`config.mk`:
```
export PLATFORM = sky130hd
export DESIGN_NAME = freq_sweep_top
export DESIGN_NICKNAME = d
export VERILOG_FILES = /design/src/rtl/sweep_pkg.sv /design/src/rtl/sweep_interval_timer.sv /design/src/rtl/sweep_step_unit.sv /design/src/rtl/freq_sweep_top.sv
export SDC_FILE = /design/constraint.sdc
export NUM_CORES = 1
export LEC_CHECK = 0
export BUFFER_PORTS_ARGS = -buffer_cell sky130_fd_sc_hd__buf_4
export CAP_MARGIN = 20
export CORE_ASPECT_RATIO = 0.8
export CORE_MARGIN = 2
export CORE_UTILIZATION = 60
export DETAILED_ROUTE_END_ITERATION = 16
export PLACE_DENSITY = 0.88
export SYNTH_ARGS = -nofsm -noshare
export SYNTH_HDL_FRONTEND = slang
export SYNTH_SLANG_ARGS = --single-unit
```
`constraint.sdc`:
```
create_clock -name clk -period 12.81 [get_ports clk]
set_clock_uncertainty 0.05 [all_clocks]
set_input_delay 1.9215 -clock clk [delete_from_list [all_inputs] [get_ports clk]]
set_output_delay 1.9215 -clock clk [all_outputs]
set_load 0.005 [all_outputs]
```
`src/rtl/sweep_pkg.sv`:
```
// Package: shared sizes for the linear frequency sweeper.
// Assumes: tuning words and deltas share one width; the rate sits below the delta.
package sweep_pkg;
    localparam int unsigned TUNE_W = 32;
    localparam int unsigned RATE_W = 8;
    localparam int unsigned CTRL_W = TUNE_W + RATE_W;
    localparam int unsigned NUM_SLOPES = 2;
    // slope index used when picking a control word
    localparam int unsigned SLOPE_FALL = 0;
    localparam int unsigned SLOPE_RISE = 1;
endpackage

```
`src/rtl/sweep_interval_timer.sv`:
```
// Module: sweep_interval_timer
// Counts the interval between sweep steps and pulses step_fire on the edge that applies a step.
// Assumes: rate_sel is the rate of the currently selected direction; rate R gives one step per R+1 edges.
// The counter reloads when the sweep is disabled, on the first enabled edge, and on a direction change.
module sweep_interval_timer #(
    parameter int unsigned RATE_W = 8
) (
    input  logic              clk,
    input  logic              rst_n,
    input  logic              run_en,
    input  logic              run_dir,
    input  logic [RATE_W-1:0] rate_sel,
    output logic              step_fire
);
    logic [RATE_W-1:0] tick_cnt;
    logic              en_seen;
    logic              dir_seen;
    logic              reload;

    // reload whenever the interval must restart
    always_comb begin
        reload    = !run_en || !en_seen || (run_dir != dir_seen);
        step_fire = run_en && !reload && (tick_cnt == '0);
    end

    // interval counter and history of enable and direction
    always_ff @(posedge clk) begin
        if (!rst_n) begin
            tick_cnt <= '0;
            en_seen  <= 1'b0;
            dir_seen <= 1'b0;
        end else begin
            en_seen  <= run_en;
            dir_seen <= run_dir;
            if (reload || (tick_cnt == '0)) begin
                tick_cnt <= rate_sel;
            end else begin
                tick_cnt <= tick_cnt - 1'b1;
            end
        end
    end


    first_edge_quiet_chk: assert property (@(posedge clk) disable iff (!rst_n)
        $rose(run_en) |-> !step_fire);


    dir_flip_quiet_chk: assert property (@(posedge clk) disable iff (!rst_n)
        (run_en && $past(run_en) && (run_dir != $past(run_dir))) |-> !step_fire);
endmodule

```
`src/rtl/sweep_step_unit.sv`:
```
// Module: sweep_step_unit
// Holds the current tuning word and applies one clamped step per step_fire.
// Assumes: lo_bound <= hi_bound while enabled; the comparisons are unsigned with one carry bit.
module sweep_step_unit #(
    parameter int unsigned TUNE_W = 32
) (
    input  logic              clk,
    input  logic              rst_n,
    input  logic              run_en,
    input  logic              run_dir,
    input  logic              step_fire,
    input  logic [TUNE_W-1:0] lo_bound,
    input  logic [TUNE_W-1:0] hi_bound,
    input  logic [TUNE_W-1:0] up_delta,
    input  logic [TUNE_W-1:0] dn_delta,
    output logic [TUNE_W-1:0] tune_word
);
    logic [TUNE_W:0]   up_sum;
    logic [TUNE_W:0]   dn_diff;
    logic [TUNE_W-1:0] up_next;
    logic [TUNE_W-1:0] dn_next;

    // rising candidate, clamped at the upper bound, carry included
    always_comb begin
        up_sum = {1'b0, tune_word} + {1'b0, up_delta};
        if (up_sum[TUNE_W] || (up_sum[TUNE_W-1:0] > hi_bound)) begin
            up_next = hi_bound;
        end else begin
            up_next = up_sum[TUNE_W-1:0];
        end
    end

    // falling candidate, clamped at the lower bound, borrow included
    always_comb begin
        dn_diff = {1'b0, tune_word} - {1'b0, dn_delta};
        if (dn_diff[TUNE_W] || (dn_diff[TUNE_W-1:0] < lo_bound)) begin
            dn_next = lo_bound;
        end else begin
            dn_next = dn_diff[TUNE_W-1:0];
        end
    end

    // tuning word register
    always_ff @(posedge clk) begin
        if (!rst_n) begin
            tune_word <= '0;
        end else if (!run_en) begin
            tune_word <= lo_bound;
        end else if (step_fire) begin
            tune_word <= run_dir ? up_next : dn_next;
        end
    end


    park_low_chk: assert property (@(posedge clk) disable iff (!rst_n)
        !run_en |=> (tune_word == $past(lo_bound)));


    hold_between_chk: assert property (@(posedge clk) disable iff (!rst_n)
        (run_en && !step_fire) |=> $stable(tune_word));


    top_clamp_chk: assert property (@(posedge clk) disable iff (!rst_n)
        (run_en && step_fire && run_dir && (lo_bound <= hi_bound)) |=> (tune_word <= $past(hi_bound)));


    bottom_clamp_chk: assert property (@(posedge clk) disable iff (!rst_n)
        (run_en && step_fire && !run_dir && (lo_bound <= hi_bound)) |=> (tune_word >= $past(lo_bound)));


    rise_monotone_chk: assert property (@(posedge clk) disable iff (!rst_n)
        (run_en && step_fire && run_dir && (tune_word <= hi_bound)) |=> (tune_word >= $past(tune_word)));


    fall_monotone_chk: assert property (@(posedge clk) disable iff (!rst_n)
        (run_en && step_fire && !run_dir && (tune_word >= lo_bound)) |=> (tune_word <= $past(tune_word)));
endmodule

```
`src/rtl/freq_sweep_top.sv`:
```
// Module: freq_sweep_top
// Linear frequency sweeper: splits the two slope control words, selects the active slope's rate,
// and chains the interval timer into the clamped step unit.
// Assumes: control word = {delta, rate}; endpoints are stable while the sweep is enabled.
module freq_sweep_top
    import sweep_pkg::*;
#(
    parameter int unsigned TW = TUNE_W,
    parameter int unsigned RW = RATE_W
) (
    input  logic             clk,
    input  logic             rst_n,
    input  logic             sweep_en,
    input  logic             sweep_dir,
    input  logic [TW-1:0]    lo_word,
    input  logic [TW-1:0]    hi_word,
    input  logic [TW+RW-1:0] rise_ctl,
    input  logic [TW+RW-1:0] fall_ctl,
    output logic [TW-1:0]    ftw_out
);
    localparam int unsigned CW = TW + RW;

    logic [CW-1:0] slope_ctl   [NUM_SLOPES];
    logic [TW-1:0] slope_delta [NUM_SLOPES];
    logic [RW-1:0] slope_rate  [NUM_SLOPES];
    logic [RW-1:0] active_rate;
    logic          fire;

    // gather both control words by slope index
    always_comb begin
        slope_ctl[SLOPE_FALL] = fall_ctl;
        slope_ctl[SLOPE_RISE] = rise_ctl;
    end

    // split each control word into its delta and rate fields
    for (genvar s = 0; s < NUM_SLOPES; s++) begin : g_slope
        always_comb begin
            slope_delta[s] = slope_ctl[s][CW-1:RW];
            slope_rate[s]  = slope_ctl[s][RW-1:0];
        end
    end

    // rate of the direction now selected
    always_comb begin
        active_rate = sweep_dir ? slope_rate[SLOPE_RISE] : slope_rate[SLOPE_FALL];
    end

    sweep_interval_timer #(.RATE_W(RW)) timer_i (
        .clk       (clk),
        .rst_n     (rst_n),
        .run_en    (sweep_en),
        .run_dir   (sweep_dir),
        .rate_sel  (active_rate),
        .step_fire (fire)
    );

    sweep_step_unit #(.TUNE_W(TW)) step_i (
        .clk       (clk),
        .rst_n     (rst_n),
        .run_en    (sweep_en),
        .run_dir   (sweep_dir),
        .step_fire (fire),
        .lo_bound  (lo_word),
        .hi_bound  (hi_word),
        .up_delta  (slope_delta[SLOPE_RISE]),
        .dn_delta  (slope_delta[SLOPE_FALL]),
        .tune_word (ftw_out)
    );


    flip_holds_word_chk: assert property (@(posedge clk) disable iff (!rst_n)
        (sweep_en && $past(sweep_en) && (sweep_dir != $past(sweep_dir))) |=> $stable(ftw_out));
endmodule

```
==> impl_metrics.yaml <==
clocking:
  cts_resized: 0
  clockRootBuffer: "clkbuf_16"
  numCtsBuffers: 5
  clk_pin_slew_ns: 0.06
  h-tree-depth: 2
  holdBufCountCts: 0
  clkLatencyLatePin_ns: 0.29
  cts.sinks: 42
  cts_tree: "yes"
  clock_path_buffers: 2
  postCtsSetupBuffers: 0
finish:
  final_cells: 1402
  antennaDiodeCount: 0
  nets: 1505
  drive_above_1_share_pct: 17.3
  post-route-util_pct: 73.5
  finish.instance_area_mm2: 0.00939
  mostFrequentLayoutCell: "buf_4"
  fillCellCount: 1070
  final_cell_mix: "buf_4 (181), ha_1 (129), nand2_1 (121)"
  syn2layout_area_growth_pct: 20.2
yosys:
  ys_seq_area_share_pct: 10.8
  syn_nets: 1357
  synth_area_mm2: 0.00781
  yosysUniqueCellTypes: 67
  yosysWarnings: 0
  synth_area_per_cell_um2: 7.24
  synth-seq-cells: 42
  synth_edf_count: 0
  synthFlopType: "dfxtp_1"
  syn_inst: 1078
  postSynth.asyncResetShare_pct: 0
route:
  drc_errors: 0
  routed_wl_um: 26100
  ant_nets: 0
  wl_per_cell_um: 18.6
  drtIter0Drc: 968
  dr.pass1.iters: 8
  drt-vias-per-instance: 6.33
  vias: 8880
timing:
  finalHoldViolCount: 0
  period_share_pct: 54.9
  period_minus_slack_ns: 7.04
  holdWs_ns: 0.484
  fmax_mhz: 142
  finalWorstSetupSlack_ns: 5.77
  rsz0062_at_grt: "no"
  max_slew_margin_pct: 41.5
  final.setup.tns_ns: 0
  setup_violations: 0
  worst_pin_slew_ns: 0.876
  slew_viol_final: 0
setup_path:
  arrival_ns: 7.17
  rrSetupSlack_ns: 6.89
  path_class: "in2reg"
  crit_path_end_kind: "flip-flop"
  required_ns: 12.94
  crit_slowest_cell: "o21ai_0"
  reg2reg_depth: 22
  worstPathCellList: "buf_4 -> ha_1 -> inv_1 -> fa_1 -> a211oi_1 -> o211ai_1 -> a21oi_1 -> o21ai_0 -> a211oi_1 -> o21ai_0 -> xor2_1 -> ha_1 -> and2_0 -> a221o_1 -> a21oi_1 -> o211ai_1 -> a21oi_1 -> nor2_2 -> buf_4 -> o21ai_0 -> a222oi_1 -> a22o_1"
  r2r_start: "step_i.tune_word[0]$_SDFFE_PN0P_"
  cp_max_fo: 29
  rr_endpoint: "step_i.tune_word[0]$_SDFFE_PN0P_"
  start_kind: "primary input"
  critical_path.max_stage_delay_ns: 0.57
status:
  status: "finished, final reports clean"
placed_design:
  place_congestion: 0.978
  dp_cells: 1393
  place_area_mm2: 0.00921
  portBuffers: 179
  dpl.hpwl_um: 21500
  place_ws_ns: 5.67
hold_path:
  hold_path.class: "reg2reg"
  min_to: "step_i.tune_word[30]$_SDFFE_PN0P_"
  hp-start: "step_i.tune_word[30]$_SDFFE_PN0P_"
  whs_path_depth: 2
grt:
  grt_usage_pct: 36.3
  grt_pass1_vias: 8330
  use_met2_pct: 60.4
  grtUsageMet1_pct: 48.1
  grt-busiest-layer: "met2"
  antenna_found_initial: 0
  use_met3_pct: 5.05
  grt_max_degree: 38
  grt_pass1_wl_um: 41300
  overflow: 0
floorplanning:
  initial_core_util_pct: 61.1
  coreArea_mm2: 0.0128
  ioPinCount: 180
  die-area_mm2: 0.0140
  dieHeight_um: 106
  dieWidth_um: 132
  rows: 37
flow_run:
  maxCapViolCount: 0
pwr:
  peakVddDrop_mv: 0.0582
  p_per_area_mw_per_mm2: 97.0
  fin_total_pwr_mw: 0.911
  p_leak_nw: 4.75
[worst max path at each step]
stage	cells after the start	startpoint	slack [ns]	endpoint
floorplan	21	fall_ctl[8]	6.72	step_i.tune_word[20]$_SDFFE_PN0P_
global route	22	fall_ctl[8]	5.38	step_i.tune_word[0]$_SDFFE_PN0P_
CTS	22	fall_ctl[8]	5.94	step_i.tune_word[0]$_SDFFE_PN0P_
detailed placement	22	fall_ctl[8]	5.67	step_i.tune_word[0]$_SDFFE_PN0P_
finish	22	fall_ctl[8]	5.77	step_i.tune_word[0]$_SDFFE_PN0P_
global placement	22	fall_ctl[8]	5.79	step_i.tune_word[0]$_SDFFE_PN0P_
[layout make-up]
class	instances	area, um^2	area share (%)
Clock buffer	8	166	1.77
Inverter	115	432	4.60
Multi-Input combinational cell	880	6360	67.7
Sequential cell	42	841	8.96
Tap cell	175	219	2.33
Timing Repair Buffer	182	1370	14.6
[Yosys cell counts, types with 24 or more instances]
master | n | area share (%)
nand2_1 | 121 | 5.8
a21o_1 | 27 | 2.6
dfxtp_1 | 42 | 11
a21oi_1 | 93 | 6.0
ha_1 | 129 | 21
nor2_1 | 59 | 2.8
inv_1 | 114 | 5.5
o21ai_0 | 64 | 4.1
xnor2_1 | 38 | 4.3
mux2i_1 | 43 | 5.5
xor2_1 | 24 | 2.7
clkbuf_1 | 28 | 1.3
[sequential cells by signal (all words and copies together) (netlist names)]
register          flops
timer_i.dir_seen      1
timer_i.en_seen       1
step_i.tune_word     32
timer_i.tick_cnt      8
[report_power, final]
group	total (mW)	internal [mW]	switching, mW
logic	0.602	0.263	0.339
registers	0.168	0.144	0.0242
clock network	0.141	0.0883	0.0529
[layer usage]
metal  wire length (um)  up-vias  share of wire (%)
li1                   -     4237                  -
met1              11000     4013                 42
met2              11600      523                 44
met3               2470      107                9.4
met4               1040        0                4.0
met5                  0        -                  0
[cells by family (layout without fill, tap and decap cells)]
family | count (synthesis) | in the layout | share of synthesized area, %
DFF | 42 | 42 | 10.8
muxes | 50 | 50 | 6.52
AOI/OAI and AO/OA | 338 | 338 | 28.8
adders and majority gates | 131 | 131 | 21.2
xor gates and xnor gates | 62 | 62 | 6.95
and+or+nand+nor | 299 | 299 | 18.0
buffers and inverters | 156 | 305 | 7.85
[critical path: cells and delay by family]
| family | cells | cell delay [ns] |
|---|---|---|
| AOI/OAI and AO/OA | 13 | 3.53 |
| adders and majority gates | 3 | 0.83 |
| buffers and inverters | 3 | 0.40 |
| xor gates and xnor gates | 1 | 0.25 |
| and+or+nand+nor | 2 | 0.22 |
Note: power is estimated with default switching activity, not from simulation.
